<file path="config.mk">
export PLATFORM = sky130hd
export DESIGN_NAME = erm_drive_ctrl
export DESIGN_NICKNAME = d
export VERILOG_FILES = /design/src/rtl/erm_pkg.sv /design/src/rtl/erm_sync.sv /design/src/rtl/erm_status_pack.sv /design/src/rtl/erm_drive_fsm.sv /design/src/rtl/erm_drive_ctrl.sv
export SDC_FILE = /design/constraint.sdc
export NUM_CORES = 1
export LEC_CHECK = 0
export ABC_AREA = 1
export ABC_CLOCK_PERIOD_IN_PS = 2200
export BUFFER_PORTS_ARGS = -buffer_cell sky130_fd_sc_hd__buf_2
export CAP_MARGIN = 20
export CORE_MARGIN = 2
export CORE_UTILIZATION = 58
export CTS_BUF_LIST = sky130_fd_sc_hd__clkbuf_8
export DETAILED_ROUTE_END_ITERATION = 8
export PLACE_DENSITY_LB_ADDON = 0.2
export RECOVER_POWER = 100
export SETUP_SLACK_MARGIN = 0.5
export SYNTH_ARGS = -nofsm -noshare
export SYNTH_HDL_FRONTEND = slang
export SYNTH_SLANG_ARGS = --single-unit
</file>
<file path="constraint.sdc">
create_clock -name clk -period 2.2 [get_ports clk]
set_clock_uncertainty 0.1 [all_clocks]
set_input_delay 0.22 -clock clk [delete_from_list [all_inputs] [get_ports clk]]
set_output_delay 0.22 -clock clk [all_outputs]
set_load 0.05 [all_outputs]
</file>
<file path="src/rtl/erm_pkg.sv">
package erm_pkg;
  typedef enum logic [1:0] {
    ST_OFF    = 2'b00,
    ST_WAKING = 2'b01,
    ST_DRIVE  = 2'b10,
    ST_ODRIVE = 2'b11
  } drv_state_e;

  localparam int CTL_PWR_BIT  = 7;
  localparam int CTL_OD_BIT   = 6;
  localparam int CTL_SIDE_BIT = 5;
  localparam int STATUS_W     = 8;
endpackage

</file>
<file path="src/rtl/erm_sync.sv">
module erm_sync #(
  parameter int W = 4,
  parameter logic [W-1:0] RST_VAL = '0
) (
  input  logic         clk,
  input  logic         rst_n,
  input  logic [W-1:0] d_async,
  output logic [W-1:0] q_sync
);
  logic [W-1:0] meta_q;
  logic [W-1:0] stab_q;

  always_ff @(posedge clk or negedge rst_n) begin
    if (!rst_n) begin
      meta_q <= RST_VAL;
      stab_q <= RST_VAL;
    end else begin
      meta_q <= d_async;
      stab_q <= meta_q;
    end
  end

  assign q_sync = stab_q;
endmodule

</file>
<file path="src/rtl/erm_status_pack.sv">
module erm_status_pack
  import erm_pkg::*;
(
  input  logic                supply_ok,
  input  logic                reg_ok,
  input  logic                ot_trip,
  output logic [STATUS_W-1:0] status
);
  always_comb begin
    status    = '0;
    status[3] = supply_ok;
    status[2] = reg_ok;
    status[1] = ~ot_trip;
  end
endmodule

</file>
<file path="src/rtl/erm_drive_fsm.sv">
module erm_drive_fsm
  import erm_pkg::*;
#(
  parameter int WAKE_CYC = 12500,
  parameter int SHUT_CYC = 250
) (
  input  logic       clk,
  input  logic       rst_n,
  input  logic       en_s,
  input  logic       pwr_bit,
  input  logic       od_bit,
  input  logic       side_bit,
  input  logic       supply_ok,
  input  logic       ot_trip,
  output drv_state_e state,
  output logic       od_side,
  output logic       ldo_en
);
  localparam int CNT_MAX = (WAKE_CYC > SHUT_CYC) ? WAKE_CYC : SHUT_CYC;
  localparam int CW      = $clog2(CNT_MAX + 1);
  localparam logic [CW-1:0] WAKE_LAST = CW'(WAKE_CYC - 1);
  localparam logic [CW-1:0] SHUT_LAST = CW'(SHUT_CYC - 1);

  drv_state_e    st_q, st_d;
  logic [CW-1:0] cnt_q, cnt_d;
  logic          permit;
  logic          go;

  assign permit = pwr_bit & supply_ok & ~ot_trip;
  assign go     = permit & en_s;

  always_comb begin
    st_d  = st_q;
    cnt_d = cnt_q;
    unique case (st_q)
      ST_OFF: begin
        cnt_d = '0;
        if (go) st_d = ST_WAKING;
      end
      ST_WAKING: begin
        if (!go) begin
          st_d  = ST_OFF;
          cnt_d = '0;
        end else if (cnt_q == WAKE_LAST) begin
          st_d  = ST_DRIVE;
          cnt_d = '0;
        end else begin
          cnt_d = cnt_q + CW'(1);
        end
      end
      ST_DRIVE, ST_ODRIVE: begin
        if (!permit) begin
          st_d  = ST_OFF;
          cnt_d = '0;
        end else if (!en_s) begin
          if (cnt_q == SHUT_LAST) begin
            st_d  = ST_OFF;
            cnt_d = '0;
          end else begin
            cnt_d = cnt_q + CW'(1);
          end
        end else begin
          cnt_d = '0;
          st_d  = od_bit ? ST_ODRIVE : ST_DRIVE;
        end
      end
      default: begin
        st_d  = ST_OFF;
        cnt_d = '0;
      end
    endcase
  end

  always_ff @(posedge clk or negedge rst_n) begin
    if (!rst_n) begin
      st_q  <= ST_OFF;
      cnt_q <= '0;
    end else begin
      st_q  <= st_d;
      cnt_q <= cnt_d;
    end
  end

  assign state   = st_q;
  assign od_side = (st_q == ST_ODRIVE) & side_bit;
  assign ldo_en  = (st_q != ST_OFF);


  fault_forces_off_chk: assert property (@(posedge clk) disable iff (!rst_n)
    !permit |=> (st_q == ST_OFF));


  off_exit_only_to_wake_chk: assert property (@(posedge clk) disable iff (!rst_n)
    (st_q == ST_OFF) |=> (st_q == ST_OFF || st_q == ST_WAKING));


  od_entry_from_drive_chk: assert property (@(posedge clk) disable iff (!rst_n)
    $rose(st_q == ST_ODRIVE) |-> ($past(st_q) == ST_DRIVE));


  wake_count_bound_chk: assert property (@(posedge clk) disable iff (!rst_n)
    (st_q == ST_WAKING) |-> (cnt_q <= WAKE_LAST));


  drive_exit_chk: assert property (@(posedge clk) disable iff (!rst_n)
    ((st_q == ST_DRIVE || st_q == ST_ODRIVE) && en_s && permit)
      |=> (st_q == ST_DRIVE || st_q == ST_ODRIVE));
endmodule

</file>
<file path="src/rtl/erm_drive_ctrl.sv">
module erm_drive_ctrl
  import erm_pkg::*;
#(
  parameter int WAKE_CYC = 12500,
  parameter int SHUT_CYC = 250
) (
  input  logic                clk,
  input  logic                rst_n,
  input  logic                en_pin,
  input  logic [7:0]          ctl0,
  input  logic                uv_ok,
  input  logic                ldo_ok,
  input  logic                ot_flag,
  output logic [1:0]          drive_state,
  output logic                od_side,
  output logic                ldo_en,
  output logic [STATUS_W-1:0] status
);
  localparam int NSYNC = 4;
  localparam logic [NSYNC-1:0] SYNC_RST = 4'b0110;

  logic [NSYNC-1:0] raw_in;
  logic [NSYNC-1:0] syn;
  drv_state_e       st;
  logic [4:0]       ctl_rsvd_unused;

  assign raw_in          = {ot_flag, ldo_ok, uv_ok, en_pin};
  assign ctl_rsvd_unused = ctl0[4:0];

  erm_sync #(.W(NSYNC), .RST_VAL(SYNC_RST)) u_sync (
    .clk     (clk),
    .rst_n   (rst_n),
    .d_async (raw_in),
    .q_sync  (syn)
  );

  erm_drive_fsm #(.WAKE_CYC(WAKE_CYC), .SHUT_CYC(SHUT_CYC)) u_fsm (
    .clk       (clk),
    .rst_n     (rst_n),
    .en_s      (syn[0]),
    .pwr_bit   (ctl0[CTL_PWR_BIT]),
    .od_bit    (ctl0[CTL_OD_BIT]),
    .side_bit  (ctl0[CTL_SIDE_BIT]),
    .supply_ok (syn[1]),
    .ot_trip   (syn[3]),
    .state     (st),
    .od_side   (od_side),
    .ldo_en    (ldo_en)
  );

  erm_status_pack u_stat (
    .supply_ok (syn[1]),
    .reg_ok    (syn[2]),
    .ot_trip   (syn[3]),
    .status    (status)
  );

  assign drive_state = st;


  side_quiet_outside_od_chk: assert property (@(posedge clk) disable iff (!rst_n)
    (drive_state != 2'b11) |-> !od_side);


  status_reserved_zero_chk: assert property (@(posedge clk) disable iff (!rst_n)
    (status[7:4] == 4'b0000) && !status[0]);
endmodule

</file>
**Yosys cells after proc, flatten, opt, wreduce, memory -nomap -nowiden**

Cells that the tools add are included.

- Add/subtract/negate cells: 1
- Eq/ne operators: 8
- Multiplexer cells: 14
- Bitwise logic cells: 5
- Reductions and logical operators: 4

Operator list:

| kind | number |
|---|---|
| $mux 14 | 5 |
| $pmux 14 s3 | 1 |
| $add 14x1->14 const B | 1 |
| $eq 14x14->1 const B | 1 |
| $eq 14x8->1 const B | 1 |
| $mux 2 | 6 |
| $pmux 2 s3 | 1 |
| $and 1x1->1 | 4 |
| $eq 2x2->1 const B | 2 |
| $ne 4x4->1 const B | 1 |
| $ne 3x3->1 const B | 1 |
| $reduce_and 3->1 | 1 |
| $eq 2x1->1 const B | 1 |
| $logic_not 2->1 | 1 |
| $ne 2x1->1 const B | 1 |
| $reduce_bool 2->1 | 1 |
| $reduce_or 2->1 | 1 |
| $mux 1 | 1 |
| $not 1->1 | 1 |

- Flip-flop bits (word level): 24
- Output and inout bits: 12
- Logic and storage cells: 36

**Longest topological paths before layout**

- Depth after elaboration: 5
- Mapped depth: 10

**By module**

Synthesis repeated with hierarchy kept, for this count alone.

- Cell total of the unflattened synthesis: 144
- Area total of the unflattened synthesis: 1233.7 um^2

Modules (own cells, without submodules):

| module | times used | cells each | area an instance (um^2) |
|---|---|---|---|
| erm_drive_fsm | 1 | 127 | 968.4 |
| erm_sync | 1 | 8 | 205.2 |
| erm_status_pack | 1 | 9 | 60.1 |

**Least setup slack after synthesis**

Ideal clock, no wire load.

- Path type: register to output
- Start: register u_fsm.st_q[1], in the netlist u_fsm.state[1]
- End: output od_side
- Data arrival time: 1.453 ns
- Slack: 0.427 ns
- Cell stages (with the launch flop): 3
- Buffers on the path: 0
- Cells stage by stage: dfrtp_1 > inv_1 > nor2_1

- Word-level cells in the longest chain between the ends: 2

RTL lines:

| what | line | source |
|---|---|---|
| start: declaration | erm_drive_fsm.sv:24 | `drv_state_e st_q, st_d;` |
| start signal: assignment | erm_drive_fsm.sv:79 | `st_q <= st_d;` |
| $eq 2x2->1 | erm_drive_fsm.sv:85 | `assign od_side = (st_q == ST_ODRIVE) & side_bit;` |
| $and 1x1->1 | erm_drive_fsm.sv:85 |  |
| end: declaration | erm_drive_ctrl.sv:15 | `output logic od_side,` |

Every way passes these cells.

**Worst setup path in the final report**

- Start: register u_fsm.cnt_q[0]
- End: register u_fsm.cnt_q[6]

- Word-level cells in the longest chain between the ends: 5
- Elaborated cells between the ends (all ways): 9
- Classes of those cells: 1 x add/sub; 2 x eq/ne; 6 x mux

RTL lines:

| what | line | source |
|---|---|---|
| start: declaration | erm_drive_fsm.sv:25 | `logic [CW-1:0] cnt_q, cnt_d;` |
| start signal: assignment | erm_drive_fsm.sv:80 | `cnt_q <= cnt_d;` |
| $add 14x1->14 or $eq 14x8->1 (tied branches) | erm_drive_fsm.sv:48, erm_drive_fsm.sv:60, erm_drive_fsm.sv:56 |  |
| $mux 14 | erm_drive_fsm.sv:56 | `if (cnt_q == SHUT_LAST) begin` |
| $mux 14 | erm_drive_fsm.sv:55 | `end else if (!en_s) begin` |
| $mux 14 | erm_drive_fsm.sv:52 | `if (!permit) begin` |
| $pmux 14 s3 (*) | erm_drive_fsm.sv:35 | `unique case (st_q)` |
| net u_fsm.cnt_d[6] | erm_drive_fsm.sv:25 |  |

The timed path passes the listed nets; every way through them passes the cells marked *.
A chain may end at the register's enable or synchronous reset.

==> impl_metrics.csv <==
group,metric,value,unit
outcome,status,"complete, no violations",
worst_setup_path,reg2reg_setup_slack,510,ps
worst_setup_path,cp_max_fo,5,
global_routing,met3_usage,3.33,%
die,start_util,61.5,%
drt,vias,950,
die,rows,16,
global_routing,grt_start_max_net_pins,25,
clock_network,htree_levels,1,
global_routing,met1_usage,23.2,%
worst_setup_path,worstSetupStartpointType,"flip-flop",
final_layout,syn2layout_area_growth,13.7,%
sta,setup_tns,0,ps
drt,wl_per_cell,10.6,um
yosys,synth.distinct_cells,19,
clock_network,clockBufferDepth,2,
sta,rsz0062_at_grt,"no",
worst_setup_path,worstPathArrival,1750,ps
final_layout,n_antenna_cell,0,
sta,hold_violations,0,
drt,drc,0,
yosys,synth_top_family_by_area,"simple AND/OR/NAND/NOR gates",
global_routing,top_usage_layer,"met2",
sta,slew_violations,0,
yosys,synth-compound-area-share,1.23,%
drt,routed_wl,2130,um
yosys,yosys.area.top_type,"dfrtp_1",
final_layout,most-common-layout-cells,"nand2_1, nor2_1, inv_1, dfrtp_1, nand3_1",
final_layout,final_common_cell,"nand2_1",
sta,worst_pin_slew,1220,ps
worst_hold_path,hp-class,"primary input to flip-flop",
yosys,synthAdderAreaFrac,2.05,%
clock_network,cts_buffers,3,
power,p_leak,0.643,nW
yosys,ys_warn_count,0,
yosys,synth_top_area_share,41.1,%
sta,period_minus_slack,1690,ps
die,core,0.00198,mm2
final_layout,post_layout_nonfiller_instances,202,
yosys,ys_seq_area_share,49.7,%
power,ir_worst_vdd,0.575,mV
final_layout,final_util,69.9,%
die,fp.dieW,49.8,um
sta,finalCritPeriodShare,76.9,%
sta,setup_violations,0,
yosys,yosys.area_share.simple,29.7,%
sta,max_freq,591,MHz
worst_setup_path,end_kind,"flip-flop",
sta,worst_hold_slack,156,ps
sta,slew_headroom,18.8,%
job,drv_cap,0,
drt,dr.pass1.iters,4,
die,dieArea,0.00248,mm2
power,p_per_area,642,mW/mm2
clock_network,clock_sinks,24,
die,fp.dieH,49.8,um
clock_network,clockRootBuffer,"clkbuf_8",
drt,drt_iter0_drc,34,
placed_design,portBuffers,15,
worst_setup_path,crit_type,"flip-flop to flip-flop",
yosys,synthMuxAreaShare,0,%
global_routing,globalRouteTotalUtil,20.3,%
yosys,ys_ff_latch,24,
global_routing,grt_pass1_vias,949,
placed_design,dp_cells,193,
yosys,synth_cells,155,
clock_network,insertion_delay,260,ps
yosys,syn_avg_cell_area,7.86,um2
yosys,synth-xor-area-share,5.03,%
drt,routed_via_density,4.70,
drt,drtAntennaViolNets,0,
yosys,synth_area,0.00122,mm2
clock_network,cts_tree,"done",
placed_design,gp_congestion,0.898,
global_routing,grt.overflow.total,0,
global_routing,grt_pass1_wl,3760,um
worst_setup_path,worstPathRequired,2250,ps
global_routing,grt.met2_usage,36.7,%
global_routing,antenna_found_initial,0,
placed_design,dp_hpwl,1550,um
yosys,ys_top_cells_by_area,"dfrtp_1, nand2_1, nor2_1, dfstp_2, inv_1",
final_layout,nNetsFinal,192,
die,io_pins,26,
final_layout,drive_gt1_share,9.71,%
clock_network,clk_pin_slew,80,ps
==> routing by layer <==
layer	wire length, um	vias to the layer above
li1	-	497
met1	873	424
met2	1130	27
met3	112	2
met4	13	0
met5	0	-
==> kinds of logic after synthesis <==
logic type,after synthesis
compound gates,3
xor+xnor,7
fa+ha+maj,2
buf+inv,30
flops,24
other cells,1
simple gates,88
==> flip-flops by register name, summed over array words and instances, names as in the netlist <==
register,flops
u_fsm.state,2
u_sync.meta_q,4
u_sync.q_sync,4
u_fsm.cnt_q,14
==> critical path, cell delays in order, from the launching register on <==
cell and delay (ps):
dfrtp_1 400, ha_1 270, nand2_1 70, nor2_1 270, nand2_1 140, nor2_1 150
nor2_1 60, nand2_1 70, nor2_1 50
==> stage by stage <==
stage	power [mW]	instance area, um2	setup slack, ps
final	0.890	1390	508
after global routing	0.929	1390	337
after CTS	0.902	1400	603
after detailed placement	0.521	1280	627
after global placement	0.519	1280	658
after floorplan	0.510	1240	614
==> synthesized netlist by cell type <==
library cell	instances
nand2_1	38
nor2_1	33
inv_1	21
dfrtp_1	20
nand3_1	10
buf_4	7
xor2_1	6
dfstp_2	4
nor3_1	3
a21oi_1	2
ha_1	2
nand4_1	2
buf_6	1
conb_1	1
inv_2	1
nand2_2	1
nor2_4	1
o21ai_0	1
xnor2_1	1
==> where the power goes <==
| group | internal [mW] | total (mW) | switching (mW) | leakage [nW] |
|---|---|---|---|---|
| clock network | 0.243 | 0.372 | 0.130 | 0.0357 |
| registers | 0.452 | 0.455 | 0.00307 | 0.312 |
| logic | 0.0137 | 0.0624 | 0.0487 | 0.295 |
==> final cells by class <==
type,instances,area [um2]
clock buffers,3,41.3
clock inverters,1,30.0
fillers,158,597
inverters,22,85.1
multi-input cells,105,474
flip-flops and latches,24,606
well taps,27,33.8
repair buffers,20,115
==> final timing paths <==
| check | from | to | cells past startpoint |
|---|---|---|---|
| setup / recovery | u_fsm.cnt_q[0] | u_fsm.cnt_q[6] | 8 |
| min in group asynchronous | rst_n | u_fsm.cnt_q[10] | 2 |
| max in group asynchronous | rst_n | u_fsm.cnt_q[4] | 2 |
| hold reg to reg | u_sync.meta_q[0] | u_sync.q_sync[0] | 0 |
| hold / removal | ctl0[6] | u_fsm.state[0] | 5 |
| setup reg to reg | u_fsm.cnt_q[0] | u_fsm.cnt_q[6] | 8 |
==> what timing repair did <==
action,CTS,global route
endpoints found under the hold margin,24,0
resized for setup,0,2
setup endpoints to repair,0,12
buffers inserted,0,0
hold buffers,5,0
Power figures use the tool's default switching activity.
